### src/rtl/wdt_pkg.sv
package wdt_pkg;
   // Byte offsets decoded by the register port
   localparam int unsigned OFS_COUNT   = 0;
   localparam int unsigned OFS_CONFIG  = 4;
   // Configuration bit positions
   localparam int unsigned CFG_SRC_BIT = 0;
   localparam int unsigned CFG_OFF_BIT = 31;
endpackage

### src/rtl/wdt_regfile.sv
module wdt_regfile #(
   parameter int unsigned ADDR_W = 4,
   parameter int unsigned DATA_W = 32,
   parameter int unsigned CNT_W  = 32
) (
   input  logic              clk,
   input  logic              rst_n,
   input  logic              bus_we,
   input  logic [ADDR_W-1:0] bus_addr,
   input  logic [DATA_W-1:0] bus_wdata,
   input  logic [CNT_W-1:0]  cnt_i,
   output logic              cnt_wr_o,
   output logic              src_xtal_o,
   output logic              cfg_off_o,
   output logic [DATA_W-1:0] bus_rdata
);
   import wdt_pkg::*;

   localparam logic [ADDR_W-1:0] A_CNT = ADDR_W'(OFS_COUNT);
   localparam logic [ADDR_W-1:0] A_CFG = ADDR_W'(OFS_CONFIG);

   logic hit_cnt, hit_cfg;
   logic src_q, off_q;

   assign hit_cnt  = (bus_addr == A_CNT);
   assign hit_cfg  = (bus_addr == A_CFG);
   assign cnt_wr_o = bus_we && hit_cnt;

   always_ff @(posedge clk or negedge rst_n) begin
      if (!rst_n) begin
         src_q <= 1'b0;
         off_q <= 1'b0;
      end else if (bus_we && hit_cfg) begin
         src_q <= bus_wdata[CFG_SRC_BIT];
         off_q <= bus_wdata[CFG_OFF_BIT];
      end
   end

   always_comb begin
      bus_rdata = '0;
      if (hit_cnt) begin
         bus_rdata = DATA_W'(cnt_i);
      end else if (hit_cfg) begin
         bus_rdata[CFG_SRC_BIT] = src_q;
         bus_rdata[CFG_OFF_BIT] = off_q;
      end
   end

   assign src_xtal_o = src_q;
   assign cfg_off_o  = off_q;
endmodule

### src/rtl/wdt_tick_sel.sv
module wdt_tick_sel #(
   parameter bit HAS_XTAL = 1'b1
) (
   input  logic xtal_tick,
   input  logic use_xtal,
   output logic tick_o
);
   generate
      if (HAS_XTAL) begin : g_sel
         assign tick_o = use_xtal ? xtal_tick : 1'b1;
      end else begin : g_sysclk
         logic unused_in;
         assign unused_in = ^{xtal_tick, use_xtal};
         assign tick_o    = 1'b1;
      end
   endgenerate
endmodule

### src/rtl/wdt_down_counter.sv
module wdt_down_counter #(
   parameter int unsigned CNT_W = 32
) (
   input  logic             clk,
   input  logic             rst_n,
   input  logic             load_i,
   input  logic [CNT_W-1:0] load_val_i,
   input  logic             tick_i,
   input  logic             allow_i,
   input  logic             busy_i,
   output logic [CNT_W-1:0] cnt_o,
   output logic             fire_o
);
   localparam logic [CNT_W-1:0] ONE = CNT_W'(1);

   logic [CNT_W-1:0] cnt_q;
   logic             fired_q;

   assign fire_o = (cnt_q == ONE) && allow_i && !fired_q && !busy_i;
   assign cnt_o  = cnt_q;

   always_ff @(posedge clk or negedge rst_n) begin
      if (!rst_n) begin
         cnt_q   <= '0;
         fired_q <= 1'b0;
      end else begin
         if (load_i) begin
            cnt_q <= load_val_i;
         end else if (tick_i && (cnt_q > ONE)) begin
            cnt_q <= cnt_q - ONE;
         end
         if (load_i) begin
            fired_q <= 1'b0;
         end else if (fire_o) begin
            fired_q <= 1'b1;
         end
      end
   end
endmodule

### src/rtl/wdt_rst_pulse.sv
module wdt_rst_pulse #(
   parameter int unsigned PULSE_LEN = 4
) (
   input  logic clk,
   input  logic rst_n,
   input  logic fire_i,
   output logic busy_o,
   output logic rst_o
);
   logic rst_q;

   generate
      if (PULSE_LEN == 1) begin : g_single
         always_ff @(posedge clk or negedge rst_n) begin
            if (!rst_n) rst_q <= 1'b0;
            else        rst_q <= fire_i;
         end
         assign busy_o = rst_q;
      end else begin : g_multi
         localparam int unsigned PW = $clog2(PULSE_LEN + 1);
         logic [PW-1:0] left_q;
         always_ff @(posedge clk or negedge rst_n) begin
            if (!rst_n) begin
               left_q <= '0;
               rst_q  <= 1'b0;
            end else begin
               if (fire_i)               left_q <= PW'(PULSE_LEN);
               else if (left_q != '0)    left_q <= left_q - PW'(1);
               rst_q <= fire_i || (left_q > PW'(1));
            end
         end
         assign busy_o = (left_q != '0);
      end
   endgenerate

   assign rst_o = rst_q;
endmodule

### src/rtl/wdt_countdown.sv
module wdt_countdown #(
   parameter int unsigned ADDR_W    = 4,
   parameter int unsigned DATA_W    = 32,
   parameter int unsigned CNT_W     = 32,
   parameter int unsigned PULSE_LEN = 4,
   parameter bit          HAS_XTAL  = 1'b1
) (
   input  logic              clk,
   input  logic              rst_n,
   input  logic              xtal_tick,
   input  logic              bus_we,
   input  logic [ADDR_W-1:0] bus_addr,
   input  logic [DATA_W-1:0] bus_wdata,
   output logic [DATA_W-1:0] bus_rdata,
   output logic              sys_rst_o
);
   generate
      if (CNT_W < 2 || CNT_W > DATA_W) begin : g_bad_cnt
         $error("CNT_W must lie in 2..DATA_W");
      end
      if (DATA_W != 32) begin : g_bad_data
         $error("DATA_W must be 32 to hold the configuration bits");
      end
      if (ADDR_W < 3) begin : g_bad_addr
         $error("ADDR_W must reach byte offset 4");
      end
      if (PULSE_LEN < 1) begin : g_bad_pulse
         $error("PULSE_LEN must be at least 1");
      end
   endgenerate

   logic [CNT_W-1:0] cnt_q;
   logic             cnt_wr, src_xtal, cfg_off, tick, fire, busy;

   wdt_regfile #(.ADDR_W(ADDR_W), .DATA_W(DATA_W), .CNT_W(CNT_W)) u_regs (
      .clk(clk), .rst_n(rst_n), .bus_we(bus_we), .bus_addr(bus_addr),
      .bus_wdata(bus_wdata), .cnt_i(cnt_q), .cnt_wr_o(cnt_wr),
      .src_xtal_o(src_xtal), .cfg_off_o(cfg_off), .bus_rdata(bus_rdata)
   );

   wdt_tick_sel #(.HAS_XTAL(HAS_XTAL)) u_tick (
      .xtal_tick(xtal_tick), .use_xtal(src_xtal), .tick_o(tick)
   );

   wdt_down_counter #(.CNT_W(CNT_W)) u_cnt (
      .clk(clk), .rst_n(rst_n), .load_i(cnt_wr),
      .load_val_i(bus_wdata[CNT_W-1:0]), .tick_i(tick),
      .allow_i(!cfg_off), .busy_i(busy), .cnt_o(cnt_q), .fire_o(fire)
   );

   wdt_rst_pulse #(.PULSE_LEN(PULSE_LEN)) u_pulse (
      .clk(clk), .rst_n(rst_n), .fire_i(fire), .busy_o(busy), .rst_o(sys_rst_o)
   );
endmodule

### config.mk
export PLATFORM = sky130hd
export DESIGN_NAME = wdt_countdown
export DESIGN_NICKNAME = d
export VERILOG_FILES = /design/src/rtl/wdt_pkg.sv /design/src/rtl/wdt_regfile.sv /design/src/rtl/wdt_tick_sel.sv /design/src/rtl/wdt_down_counter.sv /design/src/rtl/wdt_rst_pulse.sv /design/src/rtl/wdt_countdown.sv
export SDC_FILE = /design/constraint.sdc
export NUM_CORES = 1
export LEC_CHECK = 0
export ABC_AREA = 1
export BUFFER_PORTS_ARGS = -buffer_cell sky130_fd_sc_hd__buf_4
export CAP_MARGIN = 20
export CORE_UTILIZATION = 56
export CTS_BUF_LIST = sky130_fd_sc_hd__clkbuf_8
export CTS_CLUSTER_SIZE = 20
export DETAILED_ROUTE_END_ITERATION = 8
export GPL_ROUTABILITY_DRIVEN = 0
export PLACE_DENSITY_LB_ADDON = 0.25
export SLEW_MARGIN = 20
export SYNTH_ARGS = -nofsm -noshare
export SYNTH_HDL_FRONTEND = slang
export SYNTH_SLANG_ARGS = --single-unit
export TNS_END_PERCENT = 100
### constraint.sdc
create_clock -name clk -period 2.3 [get_ports clk]
set_input_delay 0.115 -clock clk [delete_from_list [all_inputs] [get_ports clk]]
set_output_delay 0.115 -clock clk [all_outputs]
set_load 0.02 [all_outputs]
# --- Yosys cells after proc, flatten, opt, wreduce, memory -nomap -nowiden ---
# Cells that the tools add are included.
classes:
  n_lt_le_gt_ge: 2
  add_sub_neg: 2
  mux: 12
  n_eq_ne: 2
  n_reduce_logical: 15
op_table:
  columns: ["operator", "count"]
  rows:
  - ["$mux W32", 2]
  - ["$eq A32 B1 Y1 const B", 1]
  - ["$gt A32 B1 Y1 const B", 1]
  - ["$sub A32 B1 Y32 const B", 1]
  - ["$mux W30", 1]
  - ["$mux W1", 7]
  - ["$logic_and A1 B1 Y1", 6]
  - ["$mux W3", 2]
  - ["$reduce_bool A2 Y1", 3]
  - ["$eq A4 B3 Y1 const B", 1]
  - ["$logic_not A4 Y1", 1]
  - ["$gt A3 B1 Y1 const B", 1]
  - ["$logic_not A1 Y1", 3]
  - ["$reduce_bool A3 Y1", 1]
  - ["$sub A3 B1 Y3 const B", 1]
  - ["$logic_or A1 B1 Y1", 1]
totals:
  elab_cells: 39
  regBits: 39

# --- Longest topological paths before layout ---
# Gate-level depths: netlist of the first run.
logic_depth:
  depth_word: 6
  mapped_depth: 13
  depth_no_buf: 12

# --- Hierarchy ---
# A second synthesis of the first run with hierarchy kept.
unflattened:
  cells_unflattened: 566
  hier_area_um2: 3437.0
modules_own_cells:
  columns: ["mod", "instances", "area_each_um2", "cells_each"]
  rows:
  - ["wdt_down_counter", 1, 2698.8, 451]
  - ["wdt_regfile", 1, 503.0, 85]
  - ["wdt_rst_pulse", 1, 224.0, 27]
  - ["wdt_tick_sel", 1, 7.5, 2]
  - ["wdt_countdown", 1, 3.8, 1]

# --- Least setup slack after synthesis of the first run ---
# No wires, ideal clock.
synth_timing:
  kind: "register to register"
  from: "register u_cnt.cnt_q[1] (netlist: u_cnt.cnt_o[1])"
  to: "register u_cnt.cnt_q[5] (netlist: u_cnt.cnt_o[5])"
  path_slack_ps: 630
  synth_period_minus_slack_ps: 1670
  t_arrival_ps: 1550
  path_stages_with_launch: 14
  setup_ps: 120
  t_required_ps: 2180
  n_path_buf: 2
  path_cell_list: "dfrtp_1 inv_1 ha_1 nand2_2 clkinv_1 nand2_1 nor2_1 nand2_1 nand3b_2 nand2_2 buf_6 buf_6 nand2_1 o21ai_2"
synth_via:
  elab_chain_len: 3
  elab_cells_between_ends: 6
  cone_classes: "add/sub (1); order compare (1); mux (2); reduce/logical (2)"
synth_rtl:
  columns: ["element", "line", "text"]
  rows:
  - ["start: declaration", "wdt_down_counter.sv:16", "logic [CNT_W-1:0] cnt_q;"]
  - ["start signal: assignment", "wdt_down_counter.sv:28", "cnt_q <= load_val_i;"]
  - ["start signal: assignment", "wdt_down_counter.sv:30", "cnt_q <= cnt_q - ONE;"]
  - ["$sub A32 B1 Y32 or $gt A32 B1 Y1 (tied branches)", "wdt_down_counter.sv:30, wdt_down_counter.sv:29", null]
  - ["$mux W32 or $logic_and A1 B1 Y1 (tied branches)", "wdt_down_counter.sv:29", "end else if (tick_i && (cnt_q > ONE)) begin"]
  - ["$mux W32 or $reduce_bool A2 Y1 (tied branches)", null, null]
# Parallel ways exist; a longest one is shown, timed or not. The select of a mux whose other input is x is not followed.
# A chain may end at the register's enable or synchronous reset.

# --- Worst setup path in the final report of the first run ---
layout_timing:
  from: "register u_cnt.cnt_q[1] (netlist: u_cnt.cnt_o[1])"
  to: "register u_cnt.cnt_q[29] (netlist: u_cnt.cnt_o[29])"
# Same word-level chain as after synthesis.

==> impl_metrics.py, run 1 <==
metrics = {
    "run_status": {
        "status": "completed",
    },
    "yosys": {
        "ys_seq_elements": 39,
        "synth_ff_type": "dfrtp_1",
        "ys_warn_count": 0,
        "syn_nets": 563,
        "ys_types": 25,
        "synthTopCellsByArea": "dfrtp_1 (31%), nand2_1 (22%), nor2_1 (11%)",
        "synth_top_area_cell": "dfrtp_1",
        "synth_top_area_share_pct": 30.90,
        "synthArstFlopShare_pct": 100.0,
        "synth-edff-count": 0,
        "synthCells": 518,
        "synthesis.area_um2": 3158,
        "yosysSeqAreaShare_pct": 30.90,
        "avgSynthCellArea_um2": 6.097,
    },
    "sta": {
        "worst_pin_slew_ps": 526.4,
        "min_period_ps": 1987,
        "drv_slew": 0,
        "fin_ws_ps": 312.6,
        "hold_viol": 0,
        "finalSetupViolCount": 0,
        "slew_headroom_pct": 64.91,
        "fin_crit_sh_pct": 86.41,
        "tns_ps": 0,
        "skew_ps": 2.458,
        "fmax_mhz": 503.2,
        "rsz0062_at_grt": "no",
    },
    "worst_setup_path": {
        "crit_chain": "inv_1, ha_1, nand2_2, clkinv_1, nand2_1, nor2_1, nand2_1, nand3b_2, nand2_2, inv_2, nand2_1, nand2_1",
        "slowest_stage": "dfrtp_1",
        "path_class": "flip-flop to flip-flop",
        "crit_start": "u_cnt.cnt_o[1]",
        "critPathLaunchType": "flip-flop",
        "required_ps": 2540,
        "endpoint_kind": "flip-flop",
        "rr_worst_depth": 12,
        "rrSetupSlack_ps": 310,
        "crit_path_max_fanout": 16,
        "cp.arrival_ps": 2220,
        "crit_end": "u_cnt.cnt_o[29]",
        "cpMostUsedCell": "nand2_1",
        "r2r-start": "u_cnt.cnt_o[1]",
        "cpPeakStageDelay_ps": 380,
        "r2r-end": "u_cnt.cnt_o[29]",
    },
    "clocking": {
        "cts.sinks": 39,
        "path_clk_slew_ps": 80,
        "cts_tree": "built",
        "clock_latency_ps": 300,
        "cts_root_buffer": "clkbuf_8",
        "htreeDepth": 2,
        "cts_max_path_buffers": 2,
        "cts_buffers": 5,
    },
    "routing": {
        "wl_per_cell_um": 12.98,
        "via_count": 3509,
        "via_per_inst": 5.309,
        "firstDrtPassIters": 5,
        "drt-total-wl_mm": 8.578,
        "drt_iter0_markers": 344,
        "antenna_left": 0,
        "drc": 0,
    },
    "power_and_ir_drop": {
        "power_density_nw_per_um2": 1109,
        "leakage_uw": 0.002083,
        "ir_drop_v": 0.0005872,
    },
    "worst_hold_path": {
        "hold_class": "primary input to flip-flop",
        "worstHoldStart": "bus_wdata[31]",
    },
    "floorplan": {
        "die_y_um": 77.10,
        "start_util_pct": 59.92,
        "rows": 26,
        "die_w_um": 77.10,
        "dieArea_um2": 5944,
        "fp.coreArea_um2": 5270,
        "io_pins": 73,
    },
    "cells_and_area": {
        "antennaDiodeCount": 0,
        "nNetsFinal": 635,
        "seq_area_um2": 975.9,
        "multi_input_area_um2": 1854,
        "area_growth_pct": 22.74,
        "drive_gt1_share_pct": 20.64,
        "fillers": 459,
    },
    "place": {
        "dpl.hpwl_mm": 6.427,
        "io_buffers": 72,
        "dp_slack_ps": 346.6,
    },
    "grt": {
        "grt_pass1_wl_mm": 15.01,
        "gr-usage-all-layers_pct": 31.55,
        "gr-total-overflow": 0,
        "grt_pass1_vias": 3340,
        "grt_antenna_before_repair": 0,
        "grt_max_degree": 40,
    },
    "run": {
        "max-cap-violations": 0,
    },
}
## Yosys cell counts (6+ instances only)
cell	number
nor2_2	7
inv_1	52
dfrtp_1	39
inv_2	7
nand2_1	187
nand3_1	35
o21ai_0	25
nand4_1	6
o21ai_2	15
nor2_1	95
xor2_1	13
## per-stage QoR
stage / std cells / hold WS [ps] / total power [µW] / util, % / area [µm²]
2_1_floorplan: 518 / -180.6 / 3075 / - / 3158
3_3_place_gp: 652 / 114.6 / 3529 / 71.13 / 3749
3_5_place_dp: 652 / 123.6 / 3644 / 71.13 / 3749
4_1_cts: 661 / 59.66 / 4271 / 73.55 / 3876
5_1_grt: 661 / 84.49 / 4732 / 73.55 / 3876
6_report: 661 / 55.13 / 4300 / 73.55 / 3876
## power breakdown
part           switching (µW)  internal (µW)
logic                    1520            812
clock network             268            352
registers                 350            994
total                    2140           2160
## routing by layer
layer | global-route usage, % | part of all wire [%] | vias up
li1 | - | - | 1743
met1 | 40.66 | 42 | 1587
met2 | 54.29 | 49 | 155
met3 | 3.929 | 6.9 | 24
met4 | 10.94 | 2.5 | 0
met5 | 0 | 0 | -
## cells in the final DEF (no fill, tap or decap), types with 2 or more instances in the layout
cell,synthesis,routed
ha_1,5,5
xor2_1,13,13
nand2_1,187,187
dfrtp_1,39,39
inv_2,7,7
nor2_1,95,95
nand4_1,6,6
a21oi_1,4,4
o21ai_0,25,25
o21ai_2,15,15
buf_4,1,78
nor3_1,2,2
nand2_2,4,4
nor2_2,7,7
o22ai_1,2,2
inv_1,52,52
nand3_1,35,35
clkbuf_8,0,6
## layout make-up
cell class | count | area share [%]
multi-input combinational | 404 | 47.84
timing repair buffer | 80 | 15.88
inverter | 60 | 5.810
clock buffer | 6 | 2.130
sequential | 39 | 25.18
clock inverter | 2 | 0.9038
tap | 70 | 2.260
## state kept, by name (all words and copies together), names as in the netlist
register / cells
u_cnt.cnt_o: 32
u_cnt.fired_q: 1
u_pulse.g_multi.left_q: 3
u_pulse.rst_o: 1
u_regs.cfg_off_o: 1
u_regs.src_xtal_o: 1
## kinds of logic (layout without fill, tap and decap cells)
family	Yosys count	after routing	synth area share (%)
AOI/OAI and AO/OA	46	46	9.152
xor gates and xnor gates	14	14	3.883
adders and majority gates	5	5	1.981
buffers and inverters	75	148	10.38
DFF	39	39	30.90
and+or+nand+nor	339	339	43.70
## worst max-delay path: cells and delay by family (launching register included)
family / cells / cell delay, ps
fa+ha+maj: 1 / 240
buf+inv: 3 / 470
flops: 1 / 380
simple gates: 8 / 820
## worst min path at each step
stage / endpoint / cells past startpoint
finish: u_cnt.cnt_o[31] / 3
global route: u_cnt.cnt_o[31] / 3
CTS: u_cnt.cnt_o[31] / 3
detailed placement: u_cnt.cnt_o[14] / 1
global placement: u_cnt.cnt_o[17] / 1
floorplan: u_cnt.cnt_o[0] / 0
## timing repair
action	CTS	global route
gates resized for setup	0	0
hold buffers	1	0
endpoints found under the hold margin	39	0
setup buffers	0	0
No activity file was read; power rests on OpenSTA's default activity.
==> run 2: changes to the inputs <==
CORE_UTILIZATION = 51   (was 56)
clock period = 1.6 ns   (was 2.3 ns; I/O delays follow)
==> impl_metrics.py, run 2 (synthesized netlist as in run 1, its figures left out) <==
metrics = {
    "run_status": {
        "status": "complete, but fails checks",
        "violations": "setup timing",
    },
    "clocking": {
        "cts_buffers": 5,
        "cts_max_path_buffers": 2,
        "cts_tree": "built",
        "clock_latency_ps": 310,
        "htreeDepth": 2,
        "path_clk_slew_ps": 90,
        "cts_root_buffer": "clkbuf_8",
        "cts.sinks": 39,
    },
    "floorplan": {
        "dieArea_um2": 6511,
        "rows": 28,
        "die_w_um": 80.69,
        "start_util_pct": 53.03,
        "die_y_um": 80.69,
        "fp.coreArea_um2": 5956,
        "io_pins": 73,
    },
    "routing": {
        "drc": 0,
        "via_per_inst": 5.325,
        "antenna_left": 0,
        "drt_iter0_markers": 258,
        "firstDrtPassIters": 5,
        "wl_per_cell_um": 14.14,
        "drt-total-wl_mm": 10.33,
        "via_count": 3887,
    },
    "sta": {
        "hold_viol": 0,
        "fin_ws_ps": -290.9,
        "fmax_mhz": 528.8,
        "skew_ps": 6.625,
        "slew_headroom_pct": 63.55,
        "rsz0062_at_grt": "yes",
        "min_period_ps": 1891,
        "finalSetupViolCount": 32,
        "worst_pin_slew_ps": 546.8,
        "tns_ps": -8502,
        "drv_slew": 0,
        "fin_crit_sh_pct": 118.2,
    },
    "cells_and_area": {
        "fillers": 453,
        "nNetsFinal": 699,
        "area_growth_pct": 43.90,
        "final_util_pct": 76.30,
        "largest_reg_flops": 32,
        "drive_gt1_share_pct": 31.91,
        "antennaDiodeCount": 0,
        "final_common_cell": "nand2_1",
        "layout_common_cells": "nand2_1 (184), buf_4 (138), nor2_1 (82)",
    },
    "power_and_ir_drop": {
        "power_switching_uw": 3636,
        "sw_frac_of_total_pct": 47.19,
        "power_density_nw_per_um2": 1696,
        "p_int_uw": 4069,
        "ir_drop_v": 0.0009191,
        "combPwrFrac_pct": 65.2,
        "p_seq_share_pct": 23.3,
        "leakage_uw": 0.002435,
        "clkPwrFrac_pct": 11.6,
    },
    "worst_setup_path": {
        "rrSetupSlack_ps": -290,
        "rr_worst_depth": 11,
        "cpPeakStageDelay_ps": 430,
        "path_class": "flip-flop to flip-flop",
        "required_ps": 1800,
        "endpoint_kind": "flip-flop",
        "crit_buf_inv": 2,
        "cp.arrival_ps": 2090,
        "crit_chain": "nor2_2, nand2_1, inv_1, nand2_1, nor2_1, nand2_1, nand3b_4, nand2_8, clkbuf_16, nand2_1, o21ai_2",
        "r2r-start": "u_cnt.cnt_o[10]",
        "critPathTopFamily": "simple AND/OR/NAND/NOR gates",
        "slowest_stage": "dfrtp_1",
        "crit_path_max_fanout": 7,
        "critPathLaunchType": "flip-flop",
        "cpMostUsedCell": "nand2_1",
        "r2r-end": "u_cnt.cnt_o[9]",
    },
    "grt": {
        "grt_max_degree": 40,
        "grt_pass1_wl_mm": 15.38,
        "gr-total-overflow": 0,
        "grt_antenna_before_repair": 0,
        "grt_pass1_vias": 3551,
        "gr-usage-all-layers_pct": 31.12,
    },
    "worst_hold_path": {
        "holdPathEnd": "u_cnt.cnt_o[31]",
        "hold_class": "primary input to flip-flop",
        "holdPathStages": 3,
        "worstHoldStart": "bus_wdata[31]",
    },
    "place": {
        "dpl.hpwl_mm": 7.027,
        "io_buffers": 72,
    },
    "run": {
        "max-cap-violations": 0,
    },
}
run 2: how the worst max path moves through the flow:
stage / cells after the start / to / startpoint / slack [ps]
3_3_place_gp: 11 / u_cnt.cnt_o[15] / u_cnt.cnt_o[14] / -110
6_report: 11 / u_cnt.cnt_o[9] / u_cnt.cnt_o[10] / -290
3_5_place_dp: 12 / u_cnt.cnt_o[26] / u_cnt.cnt_o[1] / -180
4_1_cts: 12 / u_cnt.cnt_o[3] / u_cnt.cnt_o[1] / -140
2_1_floorplan: 13 / u_cnt.cnt_o[7] / u_cnt.cnt_o[0] / 3
5_1_grt: 11 / u_cnt.cnt_o[0] / u_cnt.cnt_o[10] / -300
run 2: power by group through the flow:
stage          registers [µW]  logic [µW]  clock network, µW
5_1_grt                  1840        5510                926
2_1_floorplan            1810        2640                  0
3_3_place_gp             1750        4380                  0
6_report                 1790        5020                890
3_5_place_dp             1760        4510                  0
4_1_cts                  1750        4610                881
run 2: metrics by stage:
| step | power, µW | instance area, µm² | hold slack, ps | std cells | setup WS, ps |
|---|---|---|---|---|---|
| final | 7705 | 4544 | 4.694 | 730 | -290.9 |
| after CTS | 7246 | 4393 | 15.18 | 724 | -142.6 |
| after floorplan | 4451 | 3171 | -215.6 | 518 | 2.701 |
| after detailed placement | 6273 | 4220 | 92.09 | 714 | -182.2 |
| after global placement | 6122 | 4220 | 86.80 | 714 | -106.2 |
| after global routing | 8275 | 4544 | 39.94 | 730 | -299.1 |
run 2: layout make-up:
class	instances	area, µm²	area share, %
clock buffers	6	82.58	1.817
clock inverters	2	35.03	0.7709
inverters	60	230.2	5.066
multi-input cells	404	1968	43.31
flip-flops and latches	39	975.9	21.48
well taps	75	93.84	2.065
repair buffers	144	1159	25.50
run 2: timing repair:
item                                    in CTS  in global routing
cloned                                       1                  1
gates resized for setup                      6                 26
hold buffers                                 1                  0
pin swaps                                    1                  4
endpoints found under the setup margin      34                 36
setup buffers                                0                  5
hold endpoints to repair                    39                  0
run 2: routing by layer:
metal	vias to the layer above	global-route usage (%)	wire, µm
met5	-	0	0
met4	0	13.04	289
met3	36	6.136	742
met2	193	56.69	5228
met1	1786	34.88	4065
li1	1872	-	-
run 2: worst min-delay path: stages:
cell and delay [ps]:
buf_4 80, nand2_1 50, nand3_1 70
